===== src/rtl/mcs_pkg.sv =====
package mcs_pkg;
  localparam int NLINES = 4;
  localparam int CTL_W  = 4;
  // line index inside the status nibbles; status decoding depends on it
  localparam int L_CTS = 0;
  localparam int L_DSR = 1;
  localparam int L_RI  = 2;
  localparam int L_DCD = 3;

  // change events between two synchronised samples of the active-low pins
  function automatic logic [NLINES-1:0] line_events(input logic [NLINES-1:0] prev_n,
                                                    input logic [NLINES-1:0] cur_n);
    logic [NLINES-1:0] e;
    e = prev_n ^ cur_n;
    e[L_RI] = ~prev_n[L_RI] & cur_n[L_RI];
    return e;
  endfunction

  // sticky flags: a read clears, a coincident event wins
  function automatic logic [NLINES-1:0] flags_next(input logic [NLINES-1:0] flags,
                                                   input logic [NLINES-1:0] evt,
                                                   input logic clr);
    return (clr ? '0 : flags) | evt;
  endfunction
endpackage


===== src/rtl/mcs_sync.sv =====
module mcs_sync #(
  parameter int W = 4,
  parameter int STAGES = 2,
  parameter logic [W-1:0] RST_VAL = '1
) (
  input  logic         clk,
  input  logic         rst_n,
  input  logic [W-1:0] d,
  output logic [W-1:0] q
);
  logic [W-1:0] st [STAGES];

  always_ff @(posedge clk or negedge rst_n) begin
    if (!rst_n) st[0] <= RST_VAL;
    else        st[0] <= d;
  end

  for (genvar i = 1; i < STAGES; i++) begin : g_stage
    always_ff @(posedge clk or negedge rst_n) begin
      if (!rst_n) st[i] <= RST_VAL;
      else        st[i] <= st[i-1];
    end
  end

  assign q = st[STAGES-1];
endmodule


===== src/rtl/mcs_ctl.sv =====
module mcs_ctl #(
  parameter int DATA_W = 8
) (
  input  logic                     clk,
  input  logic                     rst_n,
  input  logic                     wr,
  input  logic [DATA_W-1:0]        wdata,
  input  logic                     loop_en,
  output logic [mcs_pkg::CTL_W-1:0] ctl_q,
  output logic [mcs_pkg::CTL_W-1:0] pins_n
);
  import mcs_pkg::*;

  always_ff @(posedge clk or negedge rst_n) begin
    if (!rst_n)  ctl_q <= '0;
    else if (wr) ctl_q <= wdata[CTL_W-1:0];
  end

  assign pins_n = loop_en ? '1 : ~ctl_q;


  ctl_store_chk: assert property (@(posedge clk) disable iff (!rst_n)
    wr |=> ctl_q == $past(wdata[CTL_W-1:0]));


  loop_idle_chk: assert property (@(posedge clk) disable iff (!rst_n)
    loop_en |-> pins_n == '1);


  loop_keeps_ctl_chk: assert property (@(posedge clk) disable iff (!rst_n)
    (loop_en && !wr) |=> $stable(ctl_q));
endmodule


===== src/rtl/mcs_delta.sv =====
module mcs_delta (
  input  logic                       clk,
  input  logic                       rst_n,
  input  logic [mcs_pkg::NLINES-1:0] cur_n,
  input  logic                       rd_clr,
  output logic [mcs_pkg::NLINES-1:0] flags,
  output logic [mcs_pkg::NLINES-1:0] evt
);
  import mcs_pkg::*;

  logic [NLINES-1:0] prev_n;

  assign evt = line_events(prev_n, cur_n);

  always_ff @(posedge clk or negedge rst_n) begin
    if (!rst_n) begin
      prev_n <= '1;
      flags  <= '0;
    end else begin
      prev_n <= cur_n;
      flags  <= flags_next(flags, evt, rd_clr);
    end
  end


  read_clears_chk: assert property (@(posedge clk) disable iff (!rst_n)
    (rd_clr && evt == '0) |=> flags == '0);


  event_kept_chk: assert property (@(posedge clk) disable iff (!rst_n)
    (evt != '0) |=> (flags & $past(evt)) == $past(evt));


  no_spurious_flag_chk: assert property (@(posedge clk) disable iff (!rst_n)
    1'b1 |=> ((flags & ~$past(flags)) & ~$past(evt)) == '0);


  ri_fall_quiet_chk: assert property (@(posedge clk) disable iff (!rst_n)
    (rd_clr && prev_n[L_RI] && !cur_n[L_RI]) |=> !flags[L_RI]);
endmodule


===== src/rtl/modem_ctl_stat.sv =====
module modem_ctl_stat #(
  parameter int DATA_W = 8,
  parameter int SYNC_STAGES = 2
) (
  input  logic              clk,
  input  logic              rst_n,
  input  logic              ctl_wr,
  input  logic [DATA_W-1:0] ctl_wdata,
  output logic [DATA_W-1:0] ctl_rdata,
  input  logic              stat_rd,
  output logic [DATA_W-1:0] stat_rdata,
  input  logic              loop_en,
  input  logic              msi_en,
  input  logic              cts_n,
  input  logic              dsr_n,
  input  logic              ri_n,
  input  logic              dcd_n,
  output logic              dtr_n,
  output logic              rts_n,
  output logic              out1_n,
  output logic              out2_n,
  output logic              irq
);
  import mcs_pkg::*;

  localparam int PAD_W = DATA_W - 2*NLINES;
  localparam int CPAD_W = DATA_W - CTL_W;

  logic [NLINES-1:0] raw_n, sync_n, flags, evt;
  logic [CTL_W-1:0]  ctl_q, pins_n;

  assign raw_n = {dcd_n, ri_n, dsr_n, cts_n};

  mcs_sync #(.W(NLINES), .STAGES(SYNC_STAGES), .RST_VAL('1)) u_sync (
    .clk(clk), .rst_n(rst_n), .d(raw_n), .q(sync_n));

  mcs_delta u_delta (
    .clk(clk), .rst_n(rst_n), .cur_n(sync_n), .rd_clr(stat_rd),
    .flags(flags), .evt(evt));

  mcs_ctl #(.DATA_W(DATA_W)) u_ctl (
    .clk(clk), .rst_n(rst_n), .wr(ctl_wr), .wdata(ctl_wdata),
    .loop_en(loop_en), .ctl_q(ctl_q), .pins_n(pins_n));

  assign {out2_n, out1_n, rts_n, dtr_n} = pins_n;
  assign ctl_rdata  = {{CPAD_W{1'b0}}, ctl_q};
  assign irq        = msi_en & (|flags);

  if (PAD_W > 0) begin : g_pad
    assign stat_rdata = {{PAD_W{1'b0}}, ~sync_n, flags};
  end else begin : g_nopad
    assign stat_rdata = {~sync_n, flags};
  end


  irq_mask_chk: assert property (@(posedge clk) disable iff (!rst_n)
    !msi_en |-> !irq);


  irq_drop_chk: assert property (@(posedge clk) disable iff (!rst_n)
    (stat_rd && evt == '0) |=> !irq);
endmodule


===== config.mk =====
export PLATFORM = sky130hd
export DESIGN_NAME = modem_ctl_stat
export DESIGN_NICKNAME = d
export VERILOG_FILES = /design/src/rtl/mcs_pkg.sv /design/src/rtl/mcs_sync.sv /design/src/rtl/mcs_ctl.sv /design/src/rtl/mcs_delta.sv /design/src/rtl/modem_ctl_stat.sv
export SDC_FILE = /design/constraint.sdc
export NUM_CORES = 1
export LEC_CHECK = 0
export BUFFER_PORTS_ARGS = -buffer_cell sky130_fd_sc_hd__buf_2
export CAP_MARGIN = 40
export CORE_UTILIZATION = 35
export CTS_CLUSTER_DIAMETER = 50
export CTS_CLUSTER_SIZE = 30
export DETAILED_ROUTE_END_ITERATION = 10
export PLACE_DENSITY_LB_ADDON = 0.08
export RECOVER_POWER = 100
export SLEW_MARGIN = 20
export SYNTH_ARGS = -nofsm -noshare
export SYNTH_HDL_FRONTEND = slang
export SYNTH_SLANG_ARGS = --single-unit

===== constraint.sdc =====
create_clock -name clk -period 1.1 [get_ports clk]
set_input_delay 0.11 -clock clk [delete_from_list [all_inputs] [get_ports clk]]
set_output_delay 0.11 -clock clk [all_outputs]
set_load 0.01 [all_outputs]

* Yosys cells after proc, flatten, opt, wreduce, memory -nomap -nowiden *
Index checks and enable logic that the tools add are counted.

storage, ports and cells
  register bits after elaboration = 20
  output and inout port bits = 21
  logic and storage cells = 15
  input bits = 18

operators by class
  reductions and logical operators = 1
  bitwise gates (word level) = 7
  multiplexer cells = 2

operators by type and width
  operator            count
  4-bit two-way mux   2
  4-bit inverter      2
  4-bit bitwise OR    1
  4-bit OR reduction  1
  4-bit XOR           1
  1-bit AND           2
  1-bit inverter      1

* Logic depth before layout (Yosys ltp) *
  depth in word-level cells = 3
  gate-level depth with buffers = 2
  depth with buffers taken out = 2

* By module *
A second synthesis with hierarchy kept.

unflattened totals
  cell total of the unflattened synthesis = 51
  area, all modules = 742.0 µm²

by module, submodules not included
  module          area an instance (µm²)  cells an instance  times used
  mcs_delta       271.5                   17                 1
  mcs_sync        240.2                   12                 1
  mcs_ctl         170.2                   12                 1
  modem_ctl_stat  60.1                    10                 1

* Least setup slack after synthesis *
No wires, ideal clock.

  path kind = flip-flop to output port
  start = register u_delta.flags[1] (netlist bit)
  end = output irq
  path slack = 123 ps
  data required time = 990 ps
  cell stages (with the launch flop) = 2
  arrival time = 867 ps
  path through = dfrtp_1 -> o41a_1

on the way
  longest elaborated chain between the ends = 2

RTL lines
  element                 RTL line              RTL
  start, declared         mcs_delta.sv:6        output logic [mcs_pkg::NLINES-1:0] flags,
  start signal, assigned  mcs_delta.sv:21       flags <= flags_next(flags, evt, rd_clr);
  4-bit OR reduction      modem_ctl_stat.sv:47  assign irq = msi_en & (|flags);
  1-bit AND               modem_ctl_stat.sv:47
  end, declared           modem_ctl_stat.sv:22  output logic irq

No other way between the ends.

* Worst setup path after layout *
Ends and elaborated chain as after synthesis.

==> reports/results.txt <==
Status: finished with violations
Failing checks: setup timing
Root Buffer: clkbuf_4
Largest net degree at the start of global routing: 21
Largest family of logic cells by synthesized area: buffers and inverters
GRT overflow: 0
Worst EP arrival: 1210 ps
Drt first pass iters: 1
Buffers added on ports: 30
Hold Path Origin: stat_rd
FF-to-FF End: u_delta.flags[0]
Fmax: 756.4 MHz
Placed Cells: 103
Register area share after synthesis: 72.79%
TNS Setup: -233.7 ps
Die W: 46.98 um
Synth Register Bits: 20
Slew Limit Fails: 0
PnR worst setup slack: -222.0 ps
Non-Filler Instances: 118
Reg clk slew, reported paths: 100 ps
Pwr per Cell Area: 1387 nW/um^2
Post-layout min period: 1322 ps
Post-synthesis mux area share: 6.360%
Syn avg cell area: 14.45 um^2
H-tree lvl count: 1
Distinct cells, synth: 11
Layout cells sized above 1: 50.54%
Synth warn: 0
CTS sink cnt: 20
Post-Route WL: 1070 um
CP peak stage delay: 410 ps
Worst hold path depth: 2
Row cnt: 15
CTS tree: built
Gr usage total: 10.82%
Crit path capture type: primary output
Clock Skew: 5.244 ps
Die area: 2207 um^2
MaxCap Viol Count: 0
Initial antenna violation count: 0
Flop-to-flop setup slack: 80 ps
Initial DRC Count: 0
Die height: 46.98 um
Antenna diode count: 0
CP startpoint kind: flop
CTS Buf Count: 3
Clk_lat worst skew: 280 ps
Area share of fa/ha/maj cells after synthesis: 0%
End of the worst hold path: u_delta.flags[1]
Post-route cell area: 997.2 um^2
Final setup violation count: 2
Place WS: 61.94 ps
Detail Route Antenna Nets: 0
Clock Path Buffers: 2
Post-synthesis compound-gate area fraction: 4.594%
Power Total: 1.383 mW
Fillers: 169
WL/cell: 9.068 um
Vias per cell: 4.034
Leak: 0.4701 nW
Reg2Reg Launch Point: u_sync.q[0]
Final routed DRC violation total: 0
First-pass GRT wire length: 1662 um
Vias in the first global route: 423
Syn Inst Count: 49
Core Area: 1802 um^2
DR vias: 476
Hold WC Path Type: input pin to flop
Area delta synth->final: 40.81%
Post-DP Area: 870.8 um^2
CP cell instances: o41a_1, buf_2
RSZ-0062 raised after global routing: yes
Tcrit/Tclk final: 120.2%
Worst r2r path cells: 3
Initial standard-cell utilization of the core: 39.31%
Fin Hold WS: 44.10 ps
Finished Core Util: 55.35%
Mapped Area: 708.2 um^2
Simple-gate share of the synthesized area: 3.534%
Synth Area in XOR/XNOR: 3.710%
Maximum vdd drop: 866.2 uV
Worst path required time: 990 ps
Gpl congestion: 0.6572
Critical path class: flop to primary output
Detailed Place HPWL: 770.5 um
Slowest cell on crit path: o41a_1
Final hold viol count: 0
CP Max Fanout: 2
IO Count: 39
Post-layout nets: 112
==> critical path, delay by kind of cell (launching register included) <==
kind	cells	cell delay, ps
AOI/OAI and AO/OA	1	410
DFF	1	390
buffers and inverters	1	140
==> cells in the final DEF (no fill, tap or decap) <==
| cell | instances |
|---|---|
| buf_2 | 16 |
| clkbuf_1 | 11 |
| dfstp_2 | 11 |
| dfrtp_1 | 8 |
| inv_1 | 5 |
| dlygate4sd3_1 | 5 |
| nand2b_1 | 4 |
| mux2_2 | 4 |
| conb_1 | 4 |
| buf_6 | 4 |
| xnor2_1 | 3 |
| o21ai_0 | 3 |
| inv_2 | 3 |
| clkbuf_4 | 3 |
| clkbuf_2 | 3 |
| buf_4 | 3 |
| o22ai_1 | 1 |
| o41a_1 | 1 |
| dfstp_1 | 1 |
==> Yosys cell counts <==
cell type  instances  area (um^2)
inv_1              8        30.03
dfrtp_1            8        200.2
nand2b_1           4        25.02
o21ai_0            3        15.01
o41a_1             1        11.26
xnor2_1            3        26.28
o22ai_1            1        6.260
dfstp_2           12        315.3
buf_4              4        30.03
mux2_2             4        45.04
conb_1             1        3.750
==> per-layer routing <==
layer  vias to the layer above  global-route usage (%)  wire [um]
li1                        231                       -          -
met1                       213                   12.41        464
met2                        32                   20.00        506
met3                         0                   3.462         98
met4                         0                   1.714          0
met5                         -                       0          0
==> sequential cells by signal (all words and copies together), names as in the netlist <==
register        flops
u_delta.flags       4
u_sync.q            4
u_sync.st           4
u_ctl.ctl_q         4
u_delta.prev_n      4
==> where the power goes <==
| group | switching (mW) | internal [mW] |
|---|---|---|
| sequential | 0.0302 | 0.805 |
| clock | 0.197 | 0.141 |
| combinational | 0.101 | 0.110 |
==> final cells by class <==
class                   count  area (um^2)  area share (%)
multi-input cells          20        143.9           14.43
inverters                   8        30.03           3.011
clock buffers               4        26.28           2.635
repair buffers             41        250.2           25.09
flip-flops and latches     20        515.5           51.69
well taps                  25        31.28           3.137
==> how the worst max path moves through the flow <==
stage,from,end,slack (ps),cells after the start
floorplan,u_delta.flags[1],irq,120,1
global placement,u_delta.flags[1],irq,80,2
detailed placement,u_delta.flags[1],irq,60,2
CTS,u_delta.flags[1],irq,-240,2
global route,u_delta.flags[1],irq,-280,2
finish,u_delta.flags[1],irq,-220,2
==> cells by family (layout without fill, tap and decap cells) <==
kind of cell,Yosys count,in the layout
DFF,20,20
buffers and inverters,12,53
AOI/OAI and AO/OA,5,5
muxes,4,4
and+or+nand+nor,4,4
xor gates and xnor gates,3,3
other,1,4
==> what timing repair did <==
item | CTS | global route
hold buffers | 5 | 0
hold endpoints to repair | 12 | 0
setup endpoints to repair | 5 | 5
gates resized for setup | 2 | 6
setup buffers | 6 | 0
pin swaps | 1 | 0
(Power assumes the default switching activity.)
